## src/rtl/rxq_pkg.sv

```systemverilog
package rxq_pkg;
    localparam int WORD_W = 32;
    localparam int CNT_W  = 4;
    localparam int LEN_W  = CNT_W + 1;

    typedef enum logic { CMD_DROP = 1'b0, CMD_STORE = 1'b1 } rxq_cmd_e;
    typedef enum logic { DR_IDLE = 1'b0, DR_COPY = 1'b1 } rxq_drain_e;

    function automatic logic [LEN_W-1:0] pkt_words(input logic [CNT_W-1:0] nops,
                                                   input logic [CNT_W-1:0] ndata);
        return LEN_W'(1) + LEN_W'(nops) + LEN_W'(ndata);
    endfunction
endpackage

```

## src/rtl/rxq_ring.sv

```systemverilog
module rxq_ring
    import rxq_pkg::*;
#(
    parameter int DEPTH = 64
) (
    input  logic              clk,
    input  logic              rst,
    input  logic              wr_en,
    input  logic [WORD_W-1:0] wr_word,
    input  logic              pop_en,
    input  logic [LEN_W-1:0]  pop_len,
    input  logic [LEN_W-1:0]  ld_off,
    output logic [WORD_W-1:0] ld_word,
    input  logic [LEN_W-1:0]  cp_off,
    output logic [WORD_W-1:0] cp_word,
    output logic [CNT_W-1:0]  head_nops,
    output logic [LEN_W-1:0]  head_len,
    output logic              in_ready
);
    localparam int PW = $clog2(DEPTH);
    localparam int UW = PW + 1;

    logic [WORD_W-1:0] slots [DEPTH];
    logic [PW-1:0]     wr_ptr, rd_ptr;
    logic [UW-1:0]     used;

    always_ff @(posedge clk) begin
        if (wr_en) slots[wr_ptr] <= wr_word;
    end

    always_ff @(posedge clk) begin
        if (rst) begin
            wr_ptr <= '0;
            rd_ptr <= '0;
            used   <= '0;
        end else begin
            if (wr_en)  wr_ptr <= wr_ptr + 1'b1;
            if (pop_en) rd_ptr <= rd_ptr + PW'(pop_len);
            used <= used + UW'(wr_en) - (pop_en ? UW'(pop_len) : UW'(0));
        end
    end

    assign ld_word   = slots[rd_ptr + PW'(ld_off)];
    assign cp_word   = slots[rd_ptr + PW'(cp_off)];
    assign head_nops = slots[rd_ptr][11:8];
    assign head_len  = pkt_words(slots[rd_ptr][11:8], slots[rd_ptr][3:0]);
    assign in_ready  = (used != UW'(DEPTH));

    // the intake never writes into a full store
    a_r4_no_overflow: assert property (@(posedge clk) disable iff (rst)
        wr_en |-> (used != UW'(DEPTH)));
    // a removal never frees more words than are held
    a_r7_pop_within_used: assert property (@(posedge clk) disable iff (rst)
        pop_en |-> (UW'(pop_len) <= used));
endmodule

```

## src/rtl/rxq_intake.sv

```systemverilog
module rxq_intake
    import rxq_pkg::*;
(
    input  logic             clk,
    input  logic             rst,
    input  logic             take,
    input  logic [LEN_W-1:0] first_len,
    output logic             pkt_done
);
    logic [LEN_W-1:0] idx_q, len_q, cur_len;

    assign cur_len  = (idx_q == '0) ? first_len : len_q;
    assign pkt_done = take && (idx_q == cur_len - LEN_W'(1));

    always_ff @(posedge clk) begin
        if (rst) begin
            idx_q <= '0;
            len_q <= '0;
        end else if (take) begin
            if (idx_q == '0) len_q <= first_len;
            idx_q <= pkt_done ? '0 : idx_q + LEN_W'(1);
        end
    end

    // position inside a packet always stays below that packet's length
    a_r2_idx_in_range: assert property (@(posedge clk) disable iff (rst)
        (idx_q != '0) |-> (idx_q < len_q));
endmodule

```

## src/rtl/rxq_drain.sv

```systemverilog
module rxq_drain
    import rxq_pkg::*;
#(
    parameter int AW = 16
) (
    input  logic             clk,
    input  logic             rst,
    input  logic             cmd_valid,
    input  logic             cmd_store,
    input  logic [LEN_W-1:0] cmd_off,
    input  logic [AW-1:0]    cmd_addr,
    input  logic             have_pkt,
    input  logic [LEN_W-1:0] head_len,
    output logic             pop_en,
    output logic [LEN_W-1:0] cp_off,
    output logic             mem_we,
    output logic [AW-1:0]    mem_addr
);
    rxq_drain_e       state;
    logic [LEN_W-1:0] cur;
    logic [AW-1:0]    addr_q;
    logic             accept, is_store, last;

    assign accept   = cmd_valid && have_pkt && (state == DR_IDLE);
    assign is_store = (rxq_cmd_e'(cmd_store) == CMD_STORE);
    assign last     = (state == DR_COPY) && (cur == head_len - LEN_W'(1));
    assign pop_en   = (accept && (!is_store || (cmd_off >= head_len))) || last;
    assign mem_we   = (state == DR_COPY);
    assign mem_addr = addr_q;
    assign cp_off   = cur;

    always_ff @(posedge clk) begin
        if (rst) begin
            state  <= DR_IDLE;
            cur    <= '0;
            addr_q <= '0;
        end else if (state == DR_IDLE) begin
            if (accept && is_store && (cmd_off < head_len)) begin
                state  <= DR_COPY;
                cur    <= cmd_off;
                addr_q <= cmd_addr;
            end
        end else begin
            cur    <= cur + LEN_W'(1);
            addr_q <= addr_q + 1'b1;
            if (last) state <= DR_IDLE;
        end
    end

    // copying only happens while a head packet exists
    a_r8_we_has_pkt: assert property (@(posedge clk) disable iff (rst)
        mem_we |-> have_pkt);
    // consecutive copy writes use consecutive addresses
    a_r8_addr_step: assert property (@(posedge clk) disable iff (rst)
        (mem_we && $past(mem_we)) |-> (mem_addr == $past(mem_addr) + 1'b1));
endmodule

```

## src/rtl/rxq_inbox.sv

```systemverilog
module rxq_inbox
    import rxq_pkg::*;
#(
    parameter int DEPTH = 64,
    parameter int AW    = 16
) (
    input  logic              clk,
    input  logic              rst,
    input  logic              in_valid,
    input  logic [WORD_W-1:0] in_word,
    output logic              in_ready,
    input  logic              rd_en,
    input  logic [LEN_W-1:0]  rd_idx,
    output logic [WORD_W-1:0] rd_data,
    output logic              irq,
    input  logic              cmd_valid,
    input  logic              cmd_store,
    input  logic [LEN_W-1:0]  cmd_off,
    input  logic [AW-1:0]     cmd_addr,
    output logic              mem_we,
    output logic [AW-1:0]     mem_addr,
    output logic [WORD_W-1:0] mem_wdata
);
    localparam int CW = $clog2(DEPTH) + 1;

    logic              take, pkt_done, pop_en, have_pkt;
    logic [LEN_W-1:0]  first_len, head_len, cp_off;
    logic [CNT_W-1:0]  head_nops;
    logic [WORD_W-1:0] ld_word;
    logic [CW-1:0]     pkt_cnt;

    assign take      = in_valid && in_ready;
    assign first_len = pkt_words(in_word[11:8], in_word[3:0]);
    assign have_pkt  = (pkt_cnt != '0);
    assign irq       = have_pkt;

    rxq_ring #(.DEPTH(DEPTH)) u_ring (
        .clk(clk), .rst(rst), .wr_en(take), .wr_word(in_word),
        .pop_en(pop_en), .pop_len(head_len),
        .ld_off(rd_idx), .ld_word(ld_word),
        .cp_off(cp_off), .cp_word(mem_wdata),
        .head_nops(head_nops), .head_len(head_len), .in_ready(in_ready)
    );

    rxq_intake u_intake (
        .clk(clk), .rst(rst), .take(take), .first_len(first_len), .pkt_done(pkt_done)
    );

    rxq_drain #(.AW(AW)) u_drain (
        .clk(clk), .rst(rst), .cmd_valid(cmd_valid), .cmd_store(cmd_store),
        .cmd_off(cmd_off), .cmd_addr(cmd_addr), .have_pkt(have_pkt),
        .head_len(head_len), .pop_en(pop_en), .cp_off(cp_off),
        .mem_we(mem_we), .mem_addr(mem_addr)
    );

    always_ff @(posedge clk) begin
        if (rst) begin
            pkt_cnt <= '0;
            rd_data <= '0;
        end else begin
            pkt_cnt <= pkt_cnt + CW'(pkt_done) - CW'(pop_en);
            if (rd_en)
                rd_data <= (have_pkt && (rd_idx <= {1'b0, head_nops})) ? ld_word : '0;
        end
    end

    // a finished arrival always leaves the interrupt raised
    a_r3_irq_after_arrival: assert property (@(posedge clk) disable iff (rst)
        pkt_done |=> irq);
    // a load past the operand count reads as zero
    a_r6_zero_beyond: assert property (@(posedge clk) disable iff (rst)
        (rd_en && (rd_idx > {1'b0, head_nops})) |=> (rd_data == '0));
    // a stalled input never adds a packet
    a_r4_stall_holds: assert property (@(posedge clk) disable iff (rst)
        !take |=> (pkt_cnt <= $past(pkt_cnt)));
endmodule

```

## config.mk

```make
export PLATFORM = sky130hd
export DESIGN_NAME = rxq_inbox
export DESIGN_NICKNAME = d
export VERILOG_FILES = /design/src/rtl/rxq_pkg.sv /design/src/rtl/rxq_ring.sv /design/src/rtl/rxq_intake.sv /design/src/rtl/rxq_drain.sv /design/src/rtl/rxq_inbox.sv
export SDC_FILE = /design/constraint.sdc
export NUM_CORES = 2
export LEC_CHECK = 0
export BUFFER_PORTS_ARGS = -buffer_cell sky130_fd_sc_hd__buf_2
export CAP_MARGIN = 20
export CORE_MARGIN = 4
export CORE_UTILIZATION = 35
export CTS_BUF_LIST = sky130_fd_sc_hd__clkbuf_8
export DETAILED_ROUTE_END_ITERATION = 16
export GPL_ROUTABILITY_DRIVEN = 0
export PLACE_DENSITY = 0.61
export SLEW_MARGIN = 20
export SYNTH_ARGS = -nofsm -noshare
export SYNTH_HDL_FRONTEND = slang
export SYNTH_SLANG_ARGS = --single-unit
```

## constraint.sdc

```tcl
create_clock -name clk -period 5.7 [get_ports clk]
set_input_delay 1.14 -clock clk [delete_from_list [all_inputs] [get_ports clk]]
set_output_delay 1.14 -clock clk [all_outputs]
set_load 0.005 [all_outputs]
```

Yosys cells after proc, flatten, opt, wreduce, memory -nomap -nowiden
Memories as Yosys holds them, arrays and structs flattened. A register that Yosys moved wholly into a read port is not among the register bits. Index checks and enable logic that the tools add are counted. Widths: inputs -> output; s select.

Add/sub/neg operators: 17. $mul: 0. Div/mod/pow operators: 0. $lt $le $gt $ge: 3. Equality and inequality tests: 3. Shift-type cells: 0. Muxes and demuxes: 15. Bitwise gates (word level): 1. Reductions and logical operators: 15.

Operators with widths (number): $mux 16 (2); $mux 32 (1); $mux 5 (5); $add 6x5->6 (3); $add 16x1->16 const B (1); $add 7x1->7 (2); $mux 6 (2); $add 1x4->5 const A (2); $add 5x1->5 const B (2); $add 5x4->5 (2); $eq 5x5->1 (2); $sub 5x1->5 const B (2); $logic_and 1x1->1 (9); $ne 7x7->1 const B (1); $reduce_bool 7->1 (1); $sub 7x1->7 (1); $sub 7x7->7 (1); $add 6x1->6 const B (1); $ge 5x5->1 (1); $le 5x4->1 (1); $logic_not 5->1 (1); $lt 5x5->1 (1); $mux 1 (5); $logic_or 1x1->1 (2); other kinds (3) (3).

Bits in registers: 90. Latch bits: 0. RAM bits: 2048. Memory bits (read-only): 0. Output and inout port bits: 83. Logic and storage cells: 65. Memories: 1.

Memories: u_ring.slots (depth 64, width 32, read ports 3, clocked after Yosys merged registers in 1, wr ports 1, line rxq_ring.sv:23) `logic [WORD_W-1:0] slots [DEPTH];`.

Longest topological paths before layout
Depth in word-level cells: 8. Depth in mapped cells: 29.

By module
Synthesis repeated with hierarchy kept, for this count alone.

Cells, all modules: 5682. Area, all modules: 104575.3 µm².

Modules (own cells, without submodules): rxq_ring (times used 1, cells each 5233, area each 100467.6 µm²); rxq_inbox (times used 1, cells each 168, area each 1814.2 µm²); rxq_drain (times used 1, cells each 201, area each 1586.5 µm²); rxq_intake (times used 1, cells each 80, area each 706.9 µm²).

Least setup slack after synthesis
Ideal clock, no wire load.

Path kind: reg-to-reg. From: register (tool-made name). To: register u_ring.used[6]. Setup time: 0.128 ns. Data arrival time: 5.924 ns. Data required time: 5.572 ns. Slack: -0.352 ns. Cell stages (with the launch flop): 25. Buffers on the path: 2. Cell sequence: dfxtp_1 > buf_2 > buf_2 > mux4_2 > mux4_2 > mux4_2 > inv_2 > ha_1 > fa_1 > ha_1 > maj3_2 > o22ai_1 > a21boi_2 > o31ai_2 > a21oi_1 > ha_1 > inv_1 > ha_1 > fa_1 > a21o_1 > a21oi_1 > o21bai_1 > a21oi_1 > xnor2_1 > nor2_1.

RTL lines: to (signal assigned) (line rxq_ring.sv:39) `used <= used + UW'(wr_en) - (pop_en ? UW'(pop_len) : UW'(0));`; to (decl) (line rxq_ring.sv:25) `logic [UW-1:0] used;`.

==> impl_metrics.csv <==
group,metric,value,unit
power_and_ir_drop,swShare,36.5,%
clocking,numCtsBuffers,362,
setup_path,crit_buf_inv,5,
setup_path,end_kind,"register",
floorplanning,core-area,295000,µm²
timing,finalSetupTns,-0.944,ns
setup_path,crit_path_max_incr_delay,0.52,ns
logic_synthesis,yosys-top-cells-area,"edfxtp_1, mux4_2, nand2_1",
setup_path,critPathLaunchType,"register",
power_and_ir_drop,p_comb_share,47.3,%
timing,maxSlewHeadroom,27.1,%
final_layout,final_area,124000,µm²
floorplanning,rows,199,
floorplanning,io_pins,147,
floorplanning,dieArea,306000,µm²
timing,setup_viol,11,
route,drt_iter0_markers,10800,
timing,finalClockSkew,0.0938,ns
setup_path,worstPathRequired,6.50,ns
setup_path,crit_slowest_cell,"mux4_2",
clocking,cts_tree,"done",
clocking,clkLatencyLatePin,1.01,ns
timing,worst_slew_pin_slew,1.09,ns
logic_synthesis,synth_common_cells,"edfxtp_1, mux4_2, nand2_1, clkbuf_1, nand3_1",
setup_path,rr_worst_depth,25,
route,via_per_inst,6.29,
final_layout,utilization,42.0,%
setup_path,cp_num_cells,25,
timing,finalHoldViolations,0,
route,wl_per_cell,35.7,µm
logic_synthesis,synth_xor_area_share,0.416,%
final_layout,area_growth,19.1,%
power_and_ir_drop,p_sw,0.0216,W
timing,fin_crit_sh,104,%
min_path,worstHoldStart,"u_intake.len_q[0]$_SDFFE_PP0P_",
final_layout,fin_nets,6350,
logic_synthesis,synth_edf_count,2048,
logic_synthesis,yosysTopAreaCellShare,59.1,%
setup_path,cp_data_arrival_time,6.73,ns
logic_synthesis,synth_top_family_by_area,"multiplexers",
floorplanning,initial_core_util,35.3,%
outcome,run_status,"finished, violations left",
timing,fin_ws,-0.235,ns
clocking,cts_num_sinks,2144,
outcome,violations,"setup timing",
logic_synthesis,synth_mux_area_share,29.0,%
power_and_ir_drop,seq_power_share,30.3,%
floorplanning,dieWidth,553,µm
logic_synthesis,yosysUniqueCellTypes,68,
grt,grt_start_max_net_pins,80,
logic_synthesis,syn_area,104000,µm²
clocking,ctsHoldBuffers,0,
route,dr.pass1.iters,6,
logic_synthesis,synth_nets,5679,
job,max-cap-violations,0,
min_path,hold_class,"register to register",
clocking,cts.clk_slew.worst_paths,0.06,ns
final_layout,drive_gt1_share,43.1,%
power_and_ir_drop,vdd_drop_max,0.684,mV
logic_synthesis,synth_simple_gate_area_share,4.50,%
timing,rsz0062_at_grt,"true",
min_path,hold_path_depth,2,
timing,timing.hold.ws,0.462,ns
route,ant_nets,0,
setup_path,timing.rr.end,"u_ring.used[6]$_SDFF_PP0_",
power_and_ir_drop,p_leak,39.6,nW
logic_synthesis,ys_seq_area_share,61.0,%
grt,grt_pass1_wl,519,mm
logic_synthesis,async_flop_share,0,%
timing,clock.fmax,0.168,GHz
timing,slew_viol_final,0,
grt,gr-total-overflow,0,
grt,antenna_found_initial,26,
setup_path,worstPathMaxFanout,5,
logic_synthesis,synth_area_leader_cell,"edfxtp_1",
logic_synthesis,syn_avg_cell_area,18.7,µm²
timing,min_period,5.93,ns
place,io_buffers,146,
route,via_count,65700,
logic_synthesis,synth-warning-count,0,
power_and_ir_drop,p_per_area,478,nW/µm²
route,wl,373,mm
setup_path,path_delay_family,"adder cells",
logic_synthesis,synth.most_common_cell,"edfxtp_1",
power_and_ir_drop,internal-power,0.0376,W
logic_synthesis,synthCells,5553,
clocking,cts_root_buffer,"clkbuf_8",
grt,grt_use_total,23.8,%
logic_synthesis,synth_compound_area_share,2.35,%
setup_path,r2r_slack,-0.23,ns
logic_synthesis,yosys.area_share.adder,0.846,%
logic_synthesis,synth-seq-cells,2144,
place,hpwl,217,mm
logic_synthesis,ys.flop_type,"edfxtp_1",
clocking,htree_levels,5,
clocking,clock_path_buffers,4,
floorplanning,fp.dieH,553,µm
power_and_ir_drop,clkPwrFrac,22.5,%
setup_path,critPathKind,"register to register",
final_layout,fillCellCount,25800,
min_path,min_to,"u_intake.len_q[0]$_SDFFE_PP0P_",
route,drc,0,
place,dpl_cell_area,113000,µm²
grt,grt_pass1_vias,65800,
-- power by group through the flow --
stage                     registers (W)  logic [W]  clock network (W)
after CTS                        0.0179     0.0266             0.0135
after detailed placement         0.0182     0.0234                  0
final                            0.0179     0.0280             0.0133
after global placement           0.0182     0.0234                  0
after global routing             0.0179     0.0293             0.0142
after floorplan                  0.0180     0.0145                  0
-- metal layers --
| layer | part of all wire (%) | track usage [%] |
|---|---|---|
| met1 | 37 | 32.5 |
| met2 | 45 | 35.9 |
| met3 | 12 | 6.59 |
| met4 | 4.6 | 10.1 |
| met5 | 0.040 | 0.359 |
-- what timing repair did --
action / 4_1_cts / 5_1_grt
cloned: 34 / 9
setup endpoints to repair: 41 / 42
pin swaps: 56 / 55
setup buffers: 73 / 41
resized for setup: 266 / 93
-- how the worst max path moves through the flow --
stage                                 to  startpoint  slack [ns]
6_report       u_ring.used[6]$_SDFF_PP0_    register       -0.23
4_1_cts            pkt_cnt[6]$_SDFF_PP0_    register       -0.14
3_5_place_dp       pkt_cnt[6]$_SDFF_PP0_    register       -0.48
5_1_grt        u_ring.used[6]$_SDFF_PP0_    register       -0.35
3_3_place_gp       pkt_cnt[6]$_SDFF_PP0_    register       -0.63
2_1_floorplan  u_ring.used[6]$_SDFF_PP0_    register      -0.002
-- metrics by stage --
step | setup slack, ns | total power [W] | cells
floorplan | -0.00213 | 0.0325 | 5553
global placement | -0.633 | 0.0416 | 9631
detailed placement | -0.478 | 0.0416 | 9631
CTS | -0.142 | 0.0580 | 10400
global route | -0.347 | 0.0615 | 10400
finish | -0.235 | 0.0592 | 10500
-- flip-flops by register name (all words and copies together), names as in the netlist, named ones only --
name	count
u_ring.slots	2048
rd_data	32
u_drain.mem_addr	16
pkt_cnt	7
u_ring.used	7
u_ring.rd_ptr	6
u_ring.wr_ptr	6
u_drain.cp_off	5
u_intake.idx_q	5
u_intake.len_q	5
u_drain.mem_we	1
-- layout make-up --
cell class / count / area [µm²] / share of cell area (%)
flip-flops and latches: 2144 / 63400 / 51.2
multi-input cells: 2923 / 40200 / 32.5
repair buffers: 750 / 8270 / 6.68
clock buffers: 387 / 5330 / 4.30
well taps: 3919 / 4900 / 3.96
clock inverters: 268 / 1460 / 1.18
inverters: 43 / 165 / 0.133
diodes: 17 / 42.5 / 0.0343
-- kinds of logic after synthesis --
family,count (synthesis)
buffers and inverters,486
muxes,1365
DFF,2144
AOI/OAI and AO/OA,377
adders and majority gates,67
and+or+nand+nor,1067
xor gates and xnor gates,47
-- cell usage in the layout (no fill, tap or decap), types with 40 or more instances in the layout --
cell type  instances
edfxtp_1        2048
nor2_4            66
buf_12           149
o21ai_0           41
nor2_1            83
clkinv_1          74
clkbuf_8         387
a21oi_1          145
mux4_2          1316
nand2_1          547
buf_4            394
buf_2            125
clkinv_2          56
ha_1              40
nand3_1          221
inv_1            138
dfxtp_1           89
-- worst register-to-register path, stage by stage (launching register included) --
cell and delay, ns:
dfxtp_4 0.39, buf_12 0.14, buf_16 0.15, mux4_2 0.52, mux4_2 0.48, mux4_2 0.48
inv_2 0.09, buf_12 0.12, ha_4 0.14, fa_2 0.49, ha_4 0.20, maj3_2 0.32
o22ai_2 0.11, a21boi_2 0.10, o31ai_4 0.27, a21oi_2 0.09, ha_1 0.29, inv_2 0.05
ha_4 0.16, fa_2 0.40, a21o_1 0.20, a21oi_2 0.15, o21bai_1 0.11, a21oi_2 0.15
xnor2_1 0.12, nor2_1 0.05
Power figures use the tool's default switching activity.
